$ cat config.mk
export PLATFORM = sky130hd
export DESIGN_NAME = chg_standby_ctrl
export DESIGN_NICKNAME = d
export VERILOG_FILES = /design/src/rtl/chg_mode_pkg.sv /design/src/rtl/chg_tick_timer.sv /design/src/rtl/chg_stat_pulse.sv /design/src/rtl/chg_mode_fsm.sv /design/src/rtl/chg_standby_ctrl.sv
export SDC_FILE = /design/constraint.sdc
export NUM_CORES = 1
export LEC_CHECK = 0
export BUFFER_PORTS_ARGS = -buffer_cell sky130_fd_sc_hd__buf_2
export CORE_UTILIZATION = 45
export CTS_BUF_LIST = sky130_fd_sc_hd__clkbuf_8
export CTS_CLUSTER_SIZE = 20
export DETAILED_ROUTE_END_ITERATION = 7
export PLACE_DENSITY = 0.6
export SLEW_MARGIN = 20
export SYNTH_ARGS = -nofsm -noshare
export SYNTH_HDL_FRONTEND = slang
export SYNTH_HIERARCHICAL = 1
export SYNTH_SLANG_ARGS = --single-unit
export TNS_END_PERCENT = 50
$ cat constraint.sdc
create_clock -name clk -period 2.5 [get_ports clk]
set_input_delay 0 -clock clk [delete_from_list [all_inputs] [get_ports clk]]
set_output_delay 0 -clock clk [all_outputs]
set_load 0.05 [all_outputs]
$ cat src/rtl/chg_mode_pkg.sv
package chg_mode_pkg;
   typedef enum logic {
      MODE_HOST = 1'b0,
      MODE_AUTO = 1'b1
   } chg_mode_e;
endpackage

$ cat src/rtl/chg_tick_timer.sv
module chg_tick_timer #(
   parameter int LIMIT    = 32,
   parameter bit SATURATE = 1'b0
) (
   input  logic clk,
   input  logic rst,
   input  logic clr_i,
   input  logic run_i,
   input  logic tick_i,
   output logic expire_o
);
   localparam int CW = $clog2(LIMIT + 1);
   localparam logic [CW-1:0] LAST = CW'(LIMIT - 1);
   localparam logic [CW-1:0] TOP  = CW'(LIMIT);

   initial begin
      assert (LIMIT >= 2) else $error("chg_tick_timer: LIMIT must be at least 2");
   end

   logic [CW-1:0] cnt_q;
   logic          step;

   assign step     = run_i & tick_i;
   assign expire_o = step & (cnt_q == LAST);

   generate
      if (SATURATE) begin : g_sat
         always_ff @(posedge clk) begin
            if (rst || clr_i)
               cnt_q <= '0;
            else if (step && cnt_q != TOP)
               cnt_q <= cnt_q + 1'b1;
         end
      end else begin : g_wrap
         always_ff @(posedge clk) begin
            if (rst || clr_i)
               cnt_q <= '0;
            else if (expire_o)
               cnt_q <= '0;
            else if (step)
               cnt_q <= cnt_q + 1'b1;
         end
      end
   endgenerate

   AST_CNT_BOUND: assert property (@(posedge clk) disable iff (rst)
      cnt_q <= TOP);

   AST_CLR_ZERO: assert property (@(posedge clk) disable iff (rst)
      clr_i |=> cnt_q == '0);
endmodule

$ cat src/rtl/chg_stat_pulse.sv
module chg_stat_pulse #(
   parameter int PULSE_CLKS = 25600
) (
   input  logic clk,
   input  logic rst,
   input  logic boost_i,
   input  logic flt_i,
   output logic stat_o
);
   localparam int PW = (PULSE_CLKS > 1) ? $clog2(PULSE_CLKS) : 1;
   localparam logic [PW-1:0] LOAD = PW'(PULSE_CLKS - 1);

   initial begin
      assert (PULSE_CLKS >= 2) else $error("chg_stat_pulse: PULSE_CLKS must be at least 2");
   end

   logic          flt_q;
   logic          stat_q;
   logic [PW-1:0] left_q;
   logic          rise;

   assign rise = flt_i & ~flt_q;

   always_ff @(posedge clk) begin
      if (rst) begin
         flt_q  <= 1'b0;
         stat_q <= 1'b0;
         left_q <= '0;
      end else begin
         flt_q <= flt_i;
         if (!boost_i) begin
            stat_q <= 1'b0;
            left_q <= '0;
         end else if (!stat_q && rise) begin
            stat_q <= 1'b1;
            left_q <= LOAD;
         end else if (stat_q && left_q != '0) begin
            left_q <= left_q - 1'b1;
         end else begin
            stat_q <= 1'b0;
         end
      end
   end

   assign stat_o = stat_q;

   AST_NO_BOOST_NO_PULSE: assert property (@(posedge clk) disable iff (rst)
      !boost_i |=> !stat_o);

   AST_PULSE_HOLDS: assert property (@(posedge clk) disable iff (rst)
      (stat_o && left_q != '0 && boost_i) |=> stat_o);
endmodule

$ cat src/rtl/chg_mode_fsm.sv
module chg_mode_fsm
   import chg_mode_pkg::*;
(
   input  logic      clk,
   input  logic      rst,
   input  logic      cd_i,
   input  logic      host_sb_i,
   input  logic      otg_act_i,
   input  logic      vin_uv_i,
   input  logic      bat_hi_i,
   input  logic      bat_ins_i,
   input  logic      host_wr_i,
   input  logic      t32_exp_i,
   input  logic      t15_exp_i,
   output logic      standby_o,
   output chg_mode_e mode_o,
   output logic      t15_flag_o
);
   logic      standby_q;
   chg_mode_e mode_q;
   logic      hold_q;
   logic      flag_q;
   logic      auto_enter;
   logic      host_enter;
   logic      exit_ok;

   always_comb begin
      auto_enter = (mode_q == MODE_AUTO) && !cd_i &&
                   ((!vin_uv_i && bat_ins_i && bat_hi_i) || vin_uv_i);
      host_enter = (mode_q == MODE_HOST) && !cd_i && host_sb_i && !otg_act_i;
      exit_ok    = !cd_i && !vin_uv_i && !host_sb_i && !hold_q;
   end

   always_ff @(posedge clk) begin
      if (rst) begin
         standby_q <= 1'b0;
         mode_q    <= MODE_HOST;
         hold_q    <= 1'b0;
         flag_q    <= 1'b0;
      end else begin
         if (host_wr_i)
            mode_q <= MODE_HOST;
         else if (t32_exp_i)
            mode_q <= MODE_AUTO;

         if (host_wr_i)
            hold_q <= 1'b0;
         else if (!standby_q && auto_enter)
            hold_q <= 1'b1;

         if (cd_i)
            standby_q <= 1'b1;
         else if (standby_q && exit_ok)
            standby_q <= 1'b0;
         else if (!standby_q && (auto_enter || host_enter))
            standby_q <= 1'b1;

         if (cd_i)
            flag_q <= 1'b0;
         else if (t15_exp_i)
            flag_q <= 1'b1;
      end
   end

   assign standby_o  = standby_q;
   assign mode_o     = mode_q;
   assign t15_flag_o = flag_q;

   AST_CD_FORCES_SB: assert property (@(posedge clk) disable iff (rst)
      cd_i |=> standby_o);

   AST_CD_CLEARS_FLAG: assert property (@(posedge clk) disable iff (rst)
      cd_i |=> !t15_flag_o);

   AST_OTG_BLOCKS: assert property (@(posedge clk) disable iff (rst)
      (!standby_o && !cd_i && mode_o == MODE_HOST && otg_act_i) |=> !standby_o);

   AST_EXIT_NEEDS_ALL: assert property (@(posedge clk) disable iff (rst)
      $fell(standby_o) |-> $past(!cd_i && !vin_uv_i && !host_sb_i));

   AST_AUTO_ONLY_BY_EXPIRY: assert property (@(posedge clk) disable iff (rst)
      (mode_o == MODE_HOST && !t32_exp_i) |=> mode_o == MODE_HOST);

   AST_WR_HOST: assert property (@(posedge clk) disable iff (rst)
      host_wr_i |=> mode_o == MODE_HOST);
endmodule

$ cat src/rtl/chg_standby_ctrl.sv
module chg_standby_ctrl
   import chg_mode_pkg::*;
#(
   parameter int T32_TICKS  = 32,
   parameter int T15_TICKS  = 900,
   parameter int PULSE_CLKS = 25600
) (
   input  logic clk,
   input  logic rst,
   input  logic tick_i,
   input  logic cd_i,
   input  logic host_sb_i,
   input  logic otg_act_i,
   input  logic vin_uv_i,
   input  logic bat_hi_i,
   input  logic bat_ins_i,
   input  logic host_wr_i,
   input  logic boost_i,
   input  logic boost_flt_i,
   output logic standby_o,
   output logic mode_o,
   output logic t32_run_o,
   output logic t15_expired_o,
   output logic stat_en_o
);
   initial begin
      assert (T15_TICKS > T32_TICKS) else $error("chg_standby_ctrl: charge timer must outlast low-power timer");
   end

   chg_mode_e mode;
   logic      standby;
   logic      t32_run, t32_clr, t32_exp;
   logic      t15_run, t15_clr, t15_exp;

   assign t32_run = standby && (mode == MODE_HOST) && !cd_i && !bat_hi_i;
   assign t32_clr = host_wr_i || !t32_run;
   assign t15_run = (mode == MODE_AUTO) && !standby && !cd_i;
   assign t15_clr = cd_i || (mode == MODE_HOST);

   chg_mode_fsm u_fsm (
      .clk        (clk),
      .rst        (rst),
      .cd_i       (cd_i),
      .host_sb_i  (host_sb_i),
      .otg_act_i  (otg_act_i),
      .vin_uv_i   (vin_uv_i),
      .bat_hi_i   (bat_hi_i),
      .bat_ins_i  (bat_ins_i),
      .host_wr_i  (host_wr_i),
      .t32_exp_i  (t32_exp),
      .t15_exp_i  (t15_exp),
      .standby_o  (standby),
      .mode_o     (mode),
      .t15_flag_o (t15_expired_o)
   );

   chg_tick_timer #(.LIMIT(T32_TICKS), .SATURATE(1'b0)) u_t32 (
      .clk      (clk),
      .rst      (rst),
      .clr_i    (t32_clr),
      .run_i    (t32_run),
      .tick_i   (tick_i),
      .expire_o (t32_exp)
   );

   chg_tick_timer #(.LIMIT(T15_TICKS), .SATURATE(1'b1)) u_t15 (
      .clk      (clk),
      .rst      (rst),
      .clr_i    (t15_clr),
      .run_i    (t15_run),
      .tick_i   (tick_i),
      .expire_o (t15_exp)
   );

   chg_stat_pulse #(.PULSE_CLKS(PULSE_CLKS)) u_stat (
      .clk     (clk),
      .rst     (rst),
      .boost_i (boost_i),
      .flt_i   (boost_flt_i),
      .stat_o  (stat_en_o)
   );

   assign standby_o = standby;
   assign mode_o    = mode;
   assign t32_run_o = t32_run;

   AST_T32_RUN_IN_SB: assert property (@(posedge clk) disable iff (rst)
      t32_run_o |-> (standby_o && !mode_o));

   AST_T32_EXP_MODE: assert property (@(posedge clk) disable iff (rst)
      (t32_exp && !host_wr_i) |=> mode_o);
endmodule

==> metrics, run 1 <==
status finished, final reports clean; Slew headroom 60.7%; count of final setup violators 0; WP data required 2.68 ns; critical path's slowest cell nor3b_1; main combinational cell family by area after synthesis simple AND/OR/NAND/NOR gates; dpl cells 282; clock root buffer clkbuf_8; FMAX 472 MHz; initial core utilization 47.2%; CTS buffer count 5; Cell variety after synth 50; Port Buffers 16; clock share of power 34.2%; PnR worst setup slack 0.381 ns; Rows 23; fin nets 261; Die Y-Extent 67.0 um; simple-gate portion of the synthesized area 31.1%; Top FF cell, synth dfxtp_1; worst vdd ir 0.263 mV; Core Region 4030 sq um; commonest non-fill, non-tap cell in the layout dfxtp_1; flops & latches, synth 37; Pwr Density 534 nW/um^2; H-tree levels 2; number of global-route vias before repair 1567; die width 67.0 um; Post-Synth XOR/XNOR Area 2.76%; Arr. time, crit path 2.30 ns; Finished Layout Cells 296; initial antenna violation count 0; die area 4490 sq um; pre-CTS setup slack 0.420 ns; post-synthesis cell area 1900 sq um; post-DP HPWL 2840 um; TritonCTS clock tree yes; worst-case clock skew 0.00709 ns; slowest stage delay, CP 0.48 ns; net switching fraction of the power 27.2%; Fin Setup TNS 0 ns; post-synthesis compound-gate area fraction 19.4%; antenna-violating nets left 0; Reg power frac 52.9%; commonest cells after routing, fill and taps aside dfxtp_1, nor2_1, buf_2; area leader, netlist dfxtp_1; Resized Gates After CTS 0; share of layout cells above drive strength 1 15.4%; register area share after synthesis 39.0%; total internal power 850 uW; endpoint type of the worst setup path register; vias per cell 5.81; Filler cells 402; Critical Path Fanout Max 5; Crit path max-delay family simple AND/OR/NAND/NOR gates; Final Hold Viols 0; minimum clock period 2.12 ns; synth top area cells dfxtp_1, a21oi_1, nor2_1; Avg Cell Area, Syn 8.72 sq um; GR Util All Layers 20.9%; Post-Synth Adder-Cell Area 2.63%; GRT overflow 0; post-synth top area share 39.0%; initial DRC count 90; CP Cell Sequence inv_1 > ha_1 > nor3b_1 > nand3_1 > o21ai_0 > mux2_2; max_cap viols 0; number of top-level pins 17; warning count from the yosys run 6; first-pass GRT wire length 6980 um; Post-synth EDFFs 0; via count 1721; Sw Pwr 317 uW; crit path kind reg -> reg; Hold WC Path Type in -> reg; clk buf depth 2; drt pass-1 iters 4; Routed WL 4040 um; insertion delay to the later sink of the worst-skew pair 0.29 ns; leakage power 0.772 nW; WL/cell 13.7 um; Worst-path clk slew 0.07 ns; critical path buffer and inverter count 1; Post-synth ARST share 0%; final slew viol count 0; DRC Markers 0; Post-Syn Nets 234; mux cell area share after synthesis 1.71%; Comb power frac 12.9%; Area growth, synth to finish 15.1%; Slew @ Worst Pin 0.584 ns; fin util 54.3%; Worst Setup Start Kind register; gpl congestion 0.851; final worst path period share 84.8%; total clock sinks 37; RSZ-0062 raised after global routing no; post-synthesis cell count 218; largest net degree at the start of global routing 16; # diodes 0
Yosys cell counts, types with 3 or more instances:
master and n:
a211oi_1 3, a21oi_1 15, a31oi_1 7, and4_1 4
dfxtp_1 37, ha_1 4, inv_1 12, nand2_1 8
nand2b_1 5, nand3_1 10, nand4_1 9, nor2_1 20
nor3_1 7, o21ai_0 15, o31ai_1 3, or3_1 8
or4_1 5, xor2_1 5
power by group through the flow:
stage          Combinational [mW]  Sequential (mW)  Clock (mW)
3_5_place_dp                0.143            0.631           0
3_3_place_gp                0.139            0.630           0
2_1_floorplan              0.0922            0.634           0
6_report                    0.150            0.617       0.399
4_1_cts                     0.150            0.617       0.418
5_1_grt                     0.168            0.620       0.443
cell families after synthesis:
family / Yosys count
fa+ha+maj: 4
compound gates: 57
simple gates: 94
xor+xnor: 6
flops: 37
mux: 3
buf+inv: 17
worst register-to-register path, cell delays in order (launching register included):
cell     delay [ns]
dfxtp_1        0.34
inv_1          0.06
ha_1           0.19
nor3b_1        0.48
nand3_1        0.21
o21ai_0        0.35
mux2_2         0.38
stage by stage:
| step | hold slack, ns | power [mW] | area (sq um) |
|---|---|---|---|
| final | 0.0463 | 1.17 | 2190 |
| after global routing | 0.0696 | 1.23 | 2190 |
| after CTS | 0.0288 | 1.18 | 2190 |
| after detailed placement | 0.223 | 0.774 | 2040 |
| after global placement | 0.222 | 0.769 | 2040 |
| after floorplan | 0.0716 | 0.726 | 1900 |
repair_timing:
item / CTS / global route
hold endpoints to repair: 5 / 0
hold buffers: 6 / 0
setup buffers: 0 / 0
routing by layer:
metal | wire (um) | vias to the layer above | track usage [%]
met1 | 1950 | 798 | 25.9
met4 | 71 | 0 | 9.31
met2 | 1840 | 41 | 33.5
met3 | 183 | 8 | 5.65
li1 | - | 874 | -
met5 | 0 | - | 0
state kept, by name, indices dropped and copies added, names as in the netlist:
| name | flops |
|---|---|
| u_stat/stat_o | 1 |
| u_fsm/mode_o | 1 |
| u_stat/left_q | 15 |
| u_fsm/t15_flag_o | 1 |
| u_t32/cnt_q | 6 |
| u_fsm/standby_o | 1 |
| u_stat/flt_q | 1 |
| u_fsm/hold_q | 1 |
| u_t15/cnt_q | 10 |
worst paths after layout:
path	cells after the start	start	endpoint	slack (ns)
min reg2reg	2	u_fsm/hold_q	u_fsm/hold_q	0.47
max	6	u_stat/left_q[0]	u_stat/left_q[1]	0.38
min	3	host_sb_i	u_fsm/standby_o	0.05
max reg2reg	6	u_stat/left_q[0]	u_stat/left_q[1]	0.38
final cells by class:
class	count	area [sq um]	share of cell area (%)
Sequential cell	37	741	33.9
Clock buffer	5	68.8	3.15
Clock inverter	3	13.8	0.629
Multi-Input combinational cell	164	1090	50.0
Inverter	12	45.0	2.06
Tap cell	50	62.6	2.86
Timing Repair Buffer	25	163	7.44
Note: power is estimated with default switching activity, not from simulation.
==> run 2, diff against run 1 <==
==> constraint.sdc (replaced) <==
create_clock -name clk -period 1.95 [get_ports clk]
set_input_delay 0 -clock clk [delete_from_list [all_inputs] [get_ports clk]]
set_output_delay 0 -clock clk [all_outputs]
set_load 0.05 [all_outputs]
==> run 2 against run 1 <==
Against the previous run:
- non-clock buffer count grew 4
- critical path depth grew 4
- cell count grew 1.0%
- clock power grew 33%
- clock skew shrank 0.0026 ns
- sequential power grew 29%
- core utilization grew 1.2 points
- sequential share of layout area shrank 0.40 points
- sequential cell count is the same
- register-to-register slack lost 0.25 ns
- critical endpoint is now u_fsm/t15_flag_o
- global-route usage grew 0.69 points
- worst hold slack lost 0.022 ns
==> metrics, run 2 (same netlist as run 1, synthesis figures left out) <==
endpoint type of the worst setup path register; Final Hold Viols 0; H-tree levels 2; Hold WC Path Type in -> reg; WL/cell 14.1 um; max FFs per register 15; share of layout cells above drive strength 1 18.9%; Slew headroom 60.9%; initial core utilization 47.2%; Arr. time, crit path 2.06 ns; worst-case clock skew 0.00451 ns; number of global-route vias before repair 1705; minimum clock period 1.83 ns; final slew viol count 0; TritonCTS clock tree yes; Pwr Density 682 nW/um^2; clock root buffer clkbuf_8; crit path kind in -> reg; post-route cell area 2240 sq um; FMAX 547 MHz; register area 748 sq um; # diodes 0; critical path buffer and inverter count 4; Rows 23; WHS 0.0242 ns; Crit path max-delay family buffers and inverters; worst vdd ir 0.348 mV; initial DRC count 119; max_cap viols 0; commonest non-fill, non-tap cell in the layout dfxtp_1; number of top-level pins 17; slowest stage delay, CP 0.57 ns; Die Y-Extent 67.0 um; Critical Path Fanout Max 5; antenna-violating nets left 0; final worst path period share 93.7%; post-DP HPWL 3060 um; Worst Setup Start Kind input pin; Area growth, synth to finish 17.6%; Routed WL 4230 um; initial antenna violation count 0; Biggest register u_stat/left_q; CTS buffer count 5; status finished, final reports clean; CP Cell Sequence dlygate4sd3_1 > buf_2 > nand2b_1 > nor2_2 > buf_4 > nand4_1 > nor2_1 > nor2_1 > nor3_1 > dlygate4sd3_1; DRC Markers 0; RSZ-0062 raised after global routing yes; GR Util All Layers 21.6%; GRT overflow 0; Regs by FF count u_stat/left_q x15, u_t15/cnt_q x10, u_t32/cnt_q x6; via count 1765; vias per cell 5.90; gpl congestion 0.796; insertion delay to the later sink of the worst-skew pair 0.28 ns; Filler cells 389; Finished Layout Cells 299; drt pass-1 iters 4; commonest cells after routing, fill and taps aside dfxtp_1, nor2_1, buf_2; total clock sinks 37; area of the multi-input gates 1100 sq um; count of final setup violators 0; WP data required 2.18 ns; Port Buffers 16; die width 67.0 um; leakage power 0.797 nW; critical path's slowest cell dlygate4sd3_1; largest net degree at the start of global routing 16; Worst-path clk slew 0.07 ns; dpl cells 286; first-pass GRT wire length 7280 um; Slew @ Worst Pin 0.586 ns; clk buf depth 2; Core Region 4030 sq um; fin nets 265; DP Area 2080 sq um; die area 4490 sq um
## run 2: routing by layer
metal	part of all wire [%]	up-vias	GRT usage [%]
met5	0	-	0
met4	0.99	0	8.24
met3	3.9	4	5.31
met2	51	47	40.3
met1	45	831	22.9
li1	-	883	-
## run 2: per-stage QoR
stage	power (mW)	worst slack, ns	utilization (%)	TNS (ns)
after floorplan	0.931	-0.0405	-	-0.128
after global placement	0.991	0.110	51.6	0
after detailed placement	0.997	-0.0477	51.6	-0.0477
after CTS	1.54	0.105	55.4	0
after global routing	1.60	-0.0167	55.5	-0.0167
final	1.53	0.122	55.5	0
## run 2: final cells by class
class                      count  area share, %
multi-input combinational    164           49.2
sequential                    37           33.5
timing repair buffer          29           8.62
clock buffer                   6           3.69
tap                           50           2.80
inverter                      12           2.01
clock inverter                 1          0.168
## run 2: what timing repair did
item / CTS / global route
hold endpoints to repair: 6 / 0
resized for setup: 1 / 3
buffers inserted: 0 / 0
pin swaps: 0 / 1
endpoints found under the setup margin: 1 / 2
hold buffers: 6 / 0
## run 2: path summary, 6_finish.rpt
check / cells after the start / endpoint / slack, ns / from
worst max-delay path: 10 / u_fsm/t15_flag_o / 0.12 / cd_i
worst min-delay path: 3 / u_fsm/standby_o / 0.02 / host_sb_i
worst max register to register: 4 / u_stat/left_q[13] / 0.13 / u_stat/left_q[0]
worst min register to register: 2 / u_fsm/hold_q / 0.47 / u_fsm/hold_q
## run 2: where the power goes
part | total (mW) | switching, mW | internal, mW
Clock | 0.531 | 0.256 | 0.275
Sequential | 0.793 | 0.0202 | 0.773
Combinational | 0.201 | 0.120 | 0.0812
Total | 1.53 | 0.396 | 1.13
## run 2: worst min-delay path, delay by kind of cell
| kind | cells | cell delay [ns] |
|---|---|---|
| AOI/OAI and AO/OA | 2 | 0.17 |
| buffers and inverters | 1 | 0.09 |
